===== src/rtl/smb_cfg_pkg.sv =====
package smb_cfg_pkg;
   typedef enum logic [2:0] {
      ST_IDLE, ST_ADDR, ST_REGA, ST_WDAT, ST_ACK, ST_RDAT, ST_RACK, ST_WSTOP
   } smb_st_e;

   localparam logic [7:0] UNIMPL_RD = 8'h00;
endpackage


===== src/rtl/smb_line_filter.sv =====
module smb_line_filter #(
   parameter int unsigned SYNC_STAGES = 2,
   parameter int unsigned FILT_LEN    = 3
) (
   input  logic clk_i,
   input  logic rst_ni,
   input  logic raw_i,
   output logic flt_o
);
   logic [SYNC_STAGES-1:0] sync_q;

   always_ff @(posedge clk_i or negedge rst_ni) begin
      if (!rst_ni) sync_q <= {SYNC_STAGES{1'b1}};
      else         sync_q <= {sync_q[SYNC_STAGES-2:0], raw_i};
   end

   generate
      if (FILT_LEN <= 1) begin : g_nofilt
         logic out_q;
         always_ff @(posedge clk_i or negedge rst_ni) begin
            if (!rst_ni) out_q <= 1'b1;
            else         out_q <= sync_q[SYNC_STAGES-1];
         end
         assign flt_o = out_q;
      end else begin : g_filt
         localparam int unsigned CW = $clog2(FILT_LEN);
         logic [CW-1:0] cnt_q;
         logic          out_q;
         always_ff @(posedge clk_i or negedge rst_ni) begin
            if (!rst_ni) begin
               cnt_q <= '0;
               out_q <= 1'b1;
            end else if (sync_q[SYNC_STAGES-1] == out_q) begin
               cnt_q <= '0;
            end else if (cnt_q == CW'(FILT_LEN - 1)) begin
               out_q <= sync_q[SYNC_STAGES-1];
               cnt_q <= '0;
            end else begin
               cnt_q <= cnt_q + 1'b1;
            end
         end
         assign flt_o = out_q;
      end
   endgenerate
endmodule


===== src/rtl/smb_bus_mon.sv =====
module smb_bus_mon #(
   parameter int unsigned BUS_FREE_CYC = 50,
   parameter int unsigned HIGH_MAX_CYC = 400
) (
   input  logic clk_i,
   input  logic rst_ni,
   input  logic scl_i,
   input  logic sda_i,
   output logic start_o,
   output logic stop_o,
   output logic rise_o,
   output logic fall_o,
   output logic idle_o
);
   localparam int unsigned LIM = ((BUS_FREE_CYC > HIGH_MAX_CYC) ? BUS_FREE_CYC : HIGH_MAX_CYC) + 1;
   localparam int unsigned CW  = $clog2(LIM + 1);

   logic          scl_q, sda_q, after_stop_q;
   logic [CW-1:0] hi_cnt_q;

   assign start_o = scl_q && scl_i && sda_q && !sda_i;
   assign stop_o  = scl_q && scl_i && !sda_q && sda_i;
   assign rise_o  = !scl_q && scl_i;
   assign fall_o  = scl_q && !scl_i;

   always_ff @(posedge clk_i or negedge rst_ni) begin
      if (!rst_ni) begin
         scl_q        <= 1'b1;
         sda_q        <= 1'b1;
         after_stop_q <= 1'b0;
         hi_cnt_q     <= '0;
      end else begin
         scl_q <= scl_i;
         sda_q <= sda_i;
         if (stop_o)       after_stop_q <= 1'b1;
         else if (start_o) after_stop_q <= 1'b0;
         if (!(scl_i && sda_i))        hi_cnt_q <= '0;
         else if (hi_cnt_q != CW'(LIM)) hi_cnt_q <= hi_cnt_q + 1'b1;
      end
   end

   assign idle_o = (after_stop_q && (hi_cnt_q > CW'(BUS_FREE_CYC))) ||
                   (hi_cnt_q > CW'(HIGH_MAX_CYC));
endmodule


===== src/rtl/smb_slave_fsm.sv =====
module smb_slave_fsm
   import smb_cfg_pkg::*;
#(
   parameter logic [6:0] DEV_ADDR = 7'h56
) (
   input  logic       clk_i,
   input  logic       rst_ni,
   input  logic       cs_i,
   input  logic       sda_i,
   input  logic       start_i,
   input  logic       stop_i,
   input  logic       scl_rise_i,
   input  logic       scl_fall_i,
   input  logic [7:0] rd_data_i,
   output logic       sda_oe_o,
   output logic       wr_en_o,
   output logic [7:0] ptr_o,
   output logic [7:0] wr_data_o
);
   smb_st_e    st_q, ret_q;
   logic [3:0] bitc_q;
   logic [7:0] rx_q, tx_q, ptr_q;
   logic       oe_q, byte_end;

   assign byte_end  = scl_fall_i && (bitc_q == 4'd8);
   assign wr_en_o   = cs_i && !start_i && !stop_i && (st_q == ST_WDAT) && byte_end;
   assign ptr_o     = ptr_q;
   assign wr_data_o = rx_q;
   assign sda_oe_o  = oe_q;

   always_ff @(posedge clk_i or negedge rst_ni) begin
      if (!rst_ni) begin
         st_q   <= ST_IDLE;
         ret_q  <= ST_IDLE;
         bitc_q <= '0;
         rx_q   <= '0;
         tx_q   <= '0;
         ptr_q  <= '0;
         oe_q   <= 1'b0;
      end else if (!cs_i) begin
         st_q <= ST_IDLE;
         oe_q <= 1'b0;
      end else if (start_i) begin
         st_q   <= ST_ADDR;
         bitc_q <= '0;
         oe_q   <= 1'b0;
      end else if (stop_i) begin
         st_q <= ST_IDLE;
         oe_q <= 1'b0;
      end else begin
         unique case (st_q)
            ST_ADDR, ST_REGA, ST_WDAT: begin
               if (scl_rise_i && bitc_q != 4'd8) begin
                  rx_q   <= {rx_q[6:0], sda_i};
                  bitc_q <= bitc_q + 4'd1;
               end else if (byte_end) begin
                  bitc_q <= '0;
                  oe_q   <= 1'b1;
                  st_q   <= ST_ACK;
                  if (st_q == ST_ADDR) begin
                     if (rx_q[7:1] != DEV_ADDR) begin
                        oe_q <= 1'b0;
                        st_q <= ST_IDLE;
                     end
                     ret_q <= rx_q[0] ? ST_RDAT : ST_REGA;
                  end else if (st_q == ST_REGA) begin
                     ptr_q <= rx_q;
                     ret_q <= ST_WDAT;
                  end else begin
                     ret_q <= ST_WSTOP;
                  end
               end
            end
            ST_ACK: if (scl_fall_i) begin
               st_q <= ret_q;
               if (ret_q == ST_RDAT) begin
                  oe_q <= ~rd_data_i[7];
                  tx_q <= {rd_data_i[6:0], 1'b0};
               end else begin
                  oe_q <= 1'b0;
               end
            end
            ST_RDAT: if (scl_fall_i) begin
               if (bitc_q == 4'd7) begin
                  oe_q <= 1'b0;
                  st_q <= ST_RACK;
               end else begin
                  oe_q   <= ~tx_q[7];
                  tx_q   <= {tx_q[6:0], 1'b0};
                  bitc_q <= bitc_q + 4'd1;
               end
            end
            ST_RACK: if (scl_rise_i) st_q <= ST_WSTOP;
            default: ;
         endcase
      end
   end
endmodule


===== src/rtl/smb_reg_bank.sv =====
module smb_reg_bank
   import smb_cfg_pkg::*;
#(
   parameter int unsigned              NUM_REGS = 3,
   parameter logic [NUM_REGS*8-1:0]    REG_RST  = '0,
   parameter logic [7:0]               ID_VAL   = 8'h6B
) (
   input  logic                  clk_i,
   input  logic                  rst_ni,
   input  logic                  wr_en_i,
   input  logic [7:0]            addr_i,
   input  logic [7:0]            wr_data_i,
   output logic [7:0]            rd_data_o,
   output logic [NUM_REGS*8-1:0] cfg_o
);
   for (genvar gr = 0; gr < NUM_REGS; gr++) begin : g_reg
      logic [7:0] q;
      always_ff @(posedge clk_i or negedge rst_ni) begin
         if (!rst_ni)                                q <= REG_RST[gr*8 +: 8];
         else if (wr_en_i && addr_i == 8'(gr))       q <= wr_data_i;
      end
      assign cfg_o[gr*8 +: 8] = q;
   end

   always_comb begin
      rd_data_o = UNIMPL_RD;
      if (addr_i == 8'(NUM_REGS)) rd_data_o = ID_VAL;
      for (int i = 0; i < NUM_REGS; i++)
         if (addr_i == 8'(i)) rd_data_o = cfg_o[i*8 +: 8];
   end
endmodule


===== src/rtl/cfg_smbus_slave.sv =====
module cfg_smbus_slave #(
   parameter logic [6:0]            DEV_ADDR     = 7'h56,
   parameter int unsigned           NUM_REGS     = 3,
   parameter logic [NUM_REGS*8-1:0] REG_RST      = 24'h402000,
   parameter logic [7:0]            ID_VAL       = 8'h6B,
   parameter int unsigned           SYNC_STAGES  = 2,
   parameter int unsigned           FILT_LEN     = 3,
   parameter int unsigned           BUS_FREE_CYC = 50,
   parameter int unsigned           HIGH_MAX_CYC = 400
) (
   input  logic                  clk_i,
   input  logic                  rst_ni,
   input  logic                  cs_i,
   input  logic                  scl_i,
   input  logic                  sda_i,
   output logic                  sda_oe_o,
   output logic [NUM_REGS*8-1:0] cfg_o,
   output logic                  standby_o,
   output logic                  bus_idle_o
);
   localparam int unsigned NLINES = 2;

   if (NUM_REGS < 1 || NUM_REGS > 254) begin : g_bad_regs
      $error("NUM_REGS must be 1..254");
   end
   if (SYNC_STAGES < 2) begin : g_bad_sync
      $error("SYNC_STAGES must be at least 2");
   end
   if (BUS_FREE_CYC < 1 || HIGH_MAX_CYC < 1) begin : g_bad_tmo
      $error("timeouts must be nonzero");
   end

   logic [NLINES-1:0] raw, flt;
   logic scl_f, sda_f, start_w, stop_w, rise_w, fall_w, wr_en;
   logic [7:0] ptr, wr_data, rd_data;

   assign raw = {sda_i, scl_i};

   for (genvar gl = 0; gl < NLINES; gl++) begin : g_line
      smb_line_filter #(.SYNC_STAGES(SYNC_STAGES), .FILT_LEN(FILT_LEN)) u_flt (
         .clk_i(clk_i), .rst_ni(rst_ni), .raw_i(raw[gl]), .flt_o(flt[gl]));
   end
   assign scl_f = flt[0];
   assign sda_f = flt[1];

   smb_bus_mon #(.BUS_FREE_CYC(BUS_FREE_CYC), .HIGH_MAX_CYC(HIGH_MAX_CYC)) u_mon (
      .clk_i(clk_i), .rst_ni(rst_ni), .scl_i(scl_f), .sda_i(sda_f),
      .start_o(start_w), .stop_o(stop_w), .rise_o(rise_w), .fall_o(fall_w),
      .idle_o(bus_idle_o));

   smb_slave_fsm #(.DEV_ADDR(DEV_ADDR)) u_fsm (
      .clk_i(clk_i), .rst_ni(rst_ni), .cs_i(cs_i), .sda_i(sda_f),
      .start_i(start_w), .stop_i(stop_w), .scl_rise_i(rise_w), .scl_fall_i(fall_w),
      .rd_data_i(rd_data), .sda_oe_o(sda_oe_o), .wr_en_o(wr_en), .ptr_o(ptr),
      .wr_data_o(wr_data));

   smb_reg_bank #(.NUM_REGS(NUM_REGS), .REG_RST(REG_RST), .ID_VAL(ID_VAL)) u_regs (
      .clk_i(clk_i), .rst_ni(rst_ni), .wr_en_i(wr_en), .addr_i(ptr),
      .wr_data_i(wr_data), .rd_data_o(rd_data), .cfg_o(cfg_o));

   assign standby_o = cfg_o[0];
endmodule


===== config.mk =====
export PLATFORM = sky130hd
export DESIGN_NAME = cfg_smbus_slave
export DESIGN_NICKNAME = d
export VERILOG_FILES = /design/src/rtl/smb_cfg_pkg.sv /design/src/rtl/smb_line_filter.sv /design/src/rtl/smb_bus_mon.sv /design/src/rtl/smb_slave_fsm.sv /design/src/rtl/smb_reg_bank.sv /design/src/rtl/cfg_smbus_slave.sv
export SDC_FILE = /design/constraint.sdc
export NUM_CORES = 1
export LEC_CHECK = 0
export CORE_MARGIN = 4
export CORE_UTILIZATION = 45
export DETAILED_ROUTE_END_ITERATION = 7
export DONT_BUFFER_PORTS = 1
export GPL_ROUTABILITY_DRIVEN = 0
export PLACE_DENSITY_LB_ADDON = 0.05
export SETUP_SLACK_MARGIN = 0.3
export SYNTH_ARGS = -nofsm -noshare
export SYNTH_HDL_FRONTEND = slang
export SYNTH_SLANG_ARGS = --single-unit
export TNS_END_PERCENT = 100

===== constraint.sdc =====
create_clock -name clk_i -period 2.7 [get_ports clk_i]
set_input_delay 0.54 -clock clk_i [delete_from_list [all_inputs] [get_ports clk_i]]
set_output_delay 0.54 -clock clk_i [all_outputs]
set_load 0.005 [all_outputs]

==> metrics.md <==
| Metric | Value |
|---|---|
| Maximum vdd drop | about 0.00034 V |
| Critical path launch point type | flop |
| Fraction of the cycle the final worst path needs | 89.62% |
| Avg Inst Size Synth | ~12 µm² |
| CTS tree | done |
| Synth top cells by count | 70 x dfrtp_1, 40 x mux2_2, 25 x nor2_1, 20 x nand2_1, 15 x o21ai_0 |
| H-tree depth | 3 |
| R2R cell count | 7 |
| Synth async-reset ratio | 100.0% |
| DR WL/cell | 18.24 µm |
| Post-synth EDFFs | 0 |
| Final std cells w/o fill | approximately 460 |
| Crit path cell chain | inv_2, ha_4, and3b_2, nand4b_4, or4b_4, or4_4, mux2_4 |
| Fin nets | ~360 |
| Total Wirelength | 8316 µm |
| Worst-margin pin slew | around 860 ps |
| CTS sink count | 80 |
| Post-place setup slack | between 200 and 250 ps |
| Root buf cell | clkbuf_8 |
| Most frequent cell after synthesis | dfrtp_1 |
| Synth Instances | 333 |
| Number of port buffers | 0 |
| Area delta synth->final | 11.32% |
| Crit end category | flop |
| DIE HEIGHT | 101.0 µm |
| Top cell type's share of synthesized area | a little under half |
| Maximum Capacitance Violations | 0 |
| Remaining Overflow, GRT | 0 |
| Fin crit period | 2420 ps |
| Synth cell types | 57 |
| Status | complete, no violations |
| PwrDens | about 690 nW/µm² |
| Chip width | approximately 100 µm |
| Slowest CP cell | or4_4 |
| R2R setup slack | approximately 280 ps |
| DP Area | between 3000 and 4000 µm² |
| Starting density of the core | between 40% and 50% |
| Residual DRC | 0 |
| HPWL Detailed | roughly 5600 µm |
| Fmax | approximately 0.41 GHz |
| Worst Path Max Fanout | 8 |
| Warnings from Yosys | 0 |
| Finished Cell Area | 4330 µm² |
| Largest net degree at the start of global routing | 71 |
| Syn Nets | 343 |
| TNS Setup | 0 ps |
| Drt first pass iters | 4 |
| Seq cells post-synth | 80 |
| Slowest stage delay, CP | around 540 ps |
| RR Startpoint | u_fsm.bitc_q[0]$_DFFE_PN0P_ |
| Final ANT Viol Nets | 0 |
| Number of global-route vias before repair | around 2,600 |
| Arrival time worst endpoint | around 2700 ps |
| Crit path depth | 7 |
| Worst skew pair latency | around 350 ps |
| Leak | roughly 1.9 nW |
| Seq/Total Area, Yosys | 51.79% |
| First-pass GRT wire length | ~14,000 µm |
| Fill cell count | 722 |
| Top Family by Delay on Critical Path | simple AND/OR/NAND/NOR gates |
| Worst setup path class | reg -> reg |
| Final Skew | 11.67 ps |
| Drt initial violations | between 80 and 90 |
| Post-synthesis cell area | 3890 µm² |
| Final Worst Setup Slack | approximately 280 ps |
| Total core area | a little over 8000 µm² |
| Top post-synthesis cells by area | dfrtp_1 45%, mux2_2 12%, dfstp_2 6.8%, mux2_4 3.1%, nor2_1 2.4% |
| Die ar. | a little over 10,000 µm² |
| RSZ-0062 raised after global routing | true |
| Via density | between 5 and 6 |
| Hold WC Path Type | in -> async |
| Ports | 32 |
| Share of layout cells above drive strength 1 | 28.49% |
| Final hold violation count | 0 |
| Total CTS buffers | 9 |
| N_diodes | 0 |
| Post-Place Cells | between 400 and 500 |
| Initial antenna violation count | 0 |
| Synth area leader | dfrtp_1 |
| GR Util All Layers | between 10% and 20% |
| Top FF cell, synth | dfrtp_1 |
| WP data required | between 2000 and 3000 ps |
| Vias | around 2,600 |
| Slew HR | about 42% |
| Rows | 33 |
| Max-slew violation count | 0 |
| R2r endpoint | u_regs.g_reg[1].q[2]$_DFFE_PN0P_ |
| CTS max path bufs | 2 |
| Clock transition at path regs | 80 ps |
| Final setup fails | 0 |
| Critical path buffers and inverters | 1 |
## metrics by stage
step                total power, W  util (%)  hold WS, ps
floorplan                 0.001921         -        244.4
detailed placement        0.002037     48.02        246.4
global placement          0.002023     48.02        246.6
finish                    0.003006     52.18        37.61
global route              0.003198     52.18        2.453
CTS                       0.003006     51.18        1.826
## layer usage
metal / GRT usage [%] / share of wire [%] / up-vias
li1: - / - / 1240
met1: 25.31 / 50 / 1308
met2: 24.96 / 45 / 38
met3: 4.637 / 3.9 / 8
met4: 5.419 / 1.3 / 0
met5: 0 / 0 / -
## cell type report
class | count | area (µm²) | area share (%)
Clock buffer | 11 | 151.4 | 3.496
Multi-Input combinational cell | 233 | 1814 | 41.90
Tap cell | 105 | 131.4 | 3.034
Timing Repair Buffer | 15 | 138.9 | 3.207
Inverter | 7 | 26.28 | 0.6068
Clock inverter | 5 | 53.80 | 1.242
Sequential cell | 80 | 2014 | 46.52
## layout by cell type, fill, tap and decap left out, types with 8 or more instances in the layout
cell	count
nor3_1	9
dfrtp_1	70
nand2_1	20
buf_4	12
mux2_4	14
a21oi_1	13
o21ai_0	15
clkbuf_8	11
dfstp_2	10
nor2b_1	8
mux2_2	34
nor2_1	25
## state kept, by name, indices dropped and copies added, names as in the netlist
name,count
u_fsm.ptr_o,8
u_mon.hi_cnt_q,9
u_fsm.st_q,3
g_line.u_flt.sync_q,4
u_mon.sda_q,1
g_line.u_flt.g_filt.cnt_q,4
u_fsm.tx_q,7
u_fsm.ret_q,3
u_fsm.sda_oe_o,1
g_line.u_flt.flt_o,2
u_fsm.wr_data_o,8
u_mon.scl_q,1
u_regs.g.q,24
u_mon.after_stop_q,1
u_fsm.bitc_q,4
## what timing repair did
action                     CTS  global route
hold buffers                 1             1
pin swaps                    0             1
buffers inserted             4             3
hold endpoints to repair    70             2
gates cloned                 0             0
resized for setup            0            11
setup endpoints to repair    8            21
## power breakdown
part	switching [W]	internal [W]	leakage [nW]
combinational	0.000294	0.000269	0.760
clock	0.000429	0.000477	0.109
sequential	0.000184	0.00135	1.07
## worst max path at each step
| stage | slack, ps | from | end |
|---|---|---|---|
| 3_3_place_gp | 250 | u_fsm.bitc_q[0]$_DFFE_PN0P_ | u_regs.g_reg[1].q[3]$_DFFE_PN0P_ |
| 6_report | 280 | u_fsm.bitc_q[0]$_DFFE_PN0P_ | u_regs.g_reg[1].q[2]$_DFFE_PN0P_ |
| 3_5_place_dp | 210 | u_fsm.bitc_q[0]$_DFFE_PN0P_ | u_regs.g_reg[1].q[0]$_DFFE_PN0P_ |
| 5_1_grt | 210 | u_fsm.bitc_q[0]$_DFFE_PN0P_ | u_regs.g_reg[1].q[2]$_DFFE_PN0P_ |
| 4_1_cts | 270 | u_fsm.bitc_q[0]$_DFFE_PN0P_ | u_regs.g_reg[1].q[2]$_DFFE_PN0P_ |
| 2_1_floorplan | 290 | u_fsm.bitc_q[0]$_DFFE_PN0P_ | u_regs.g_reg[1].q[0]$_DFFE_PN0P_ |
## logic make-up (layout without fill, tap and decap cells)
| logic type | Yosys count | in the layout | synth area share [%] |
|---|---|---|---|
| XOR/XNOR | 9 | 9 | 2.026 |
| adder cells (fa/ha/maj) | 5 | 5 | 1.608 |
| buffers and inverters | 20 | 38 | 2.766 |
| AO/OA/AOI/OAI | 63 | 63 | 10.68 |
| AND/OR/NAND/NOR | 104 | 104 | 15.44 |
| multiplexers | 52 | 52 | 15.70 |
| flip-flops | 80 | 80 | 51.79 |
Note: power is estimated with default switching activity, not from simulation.
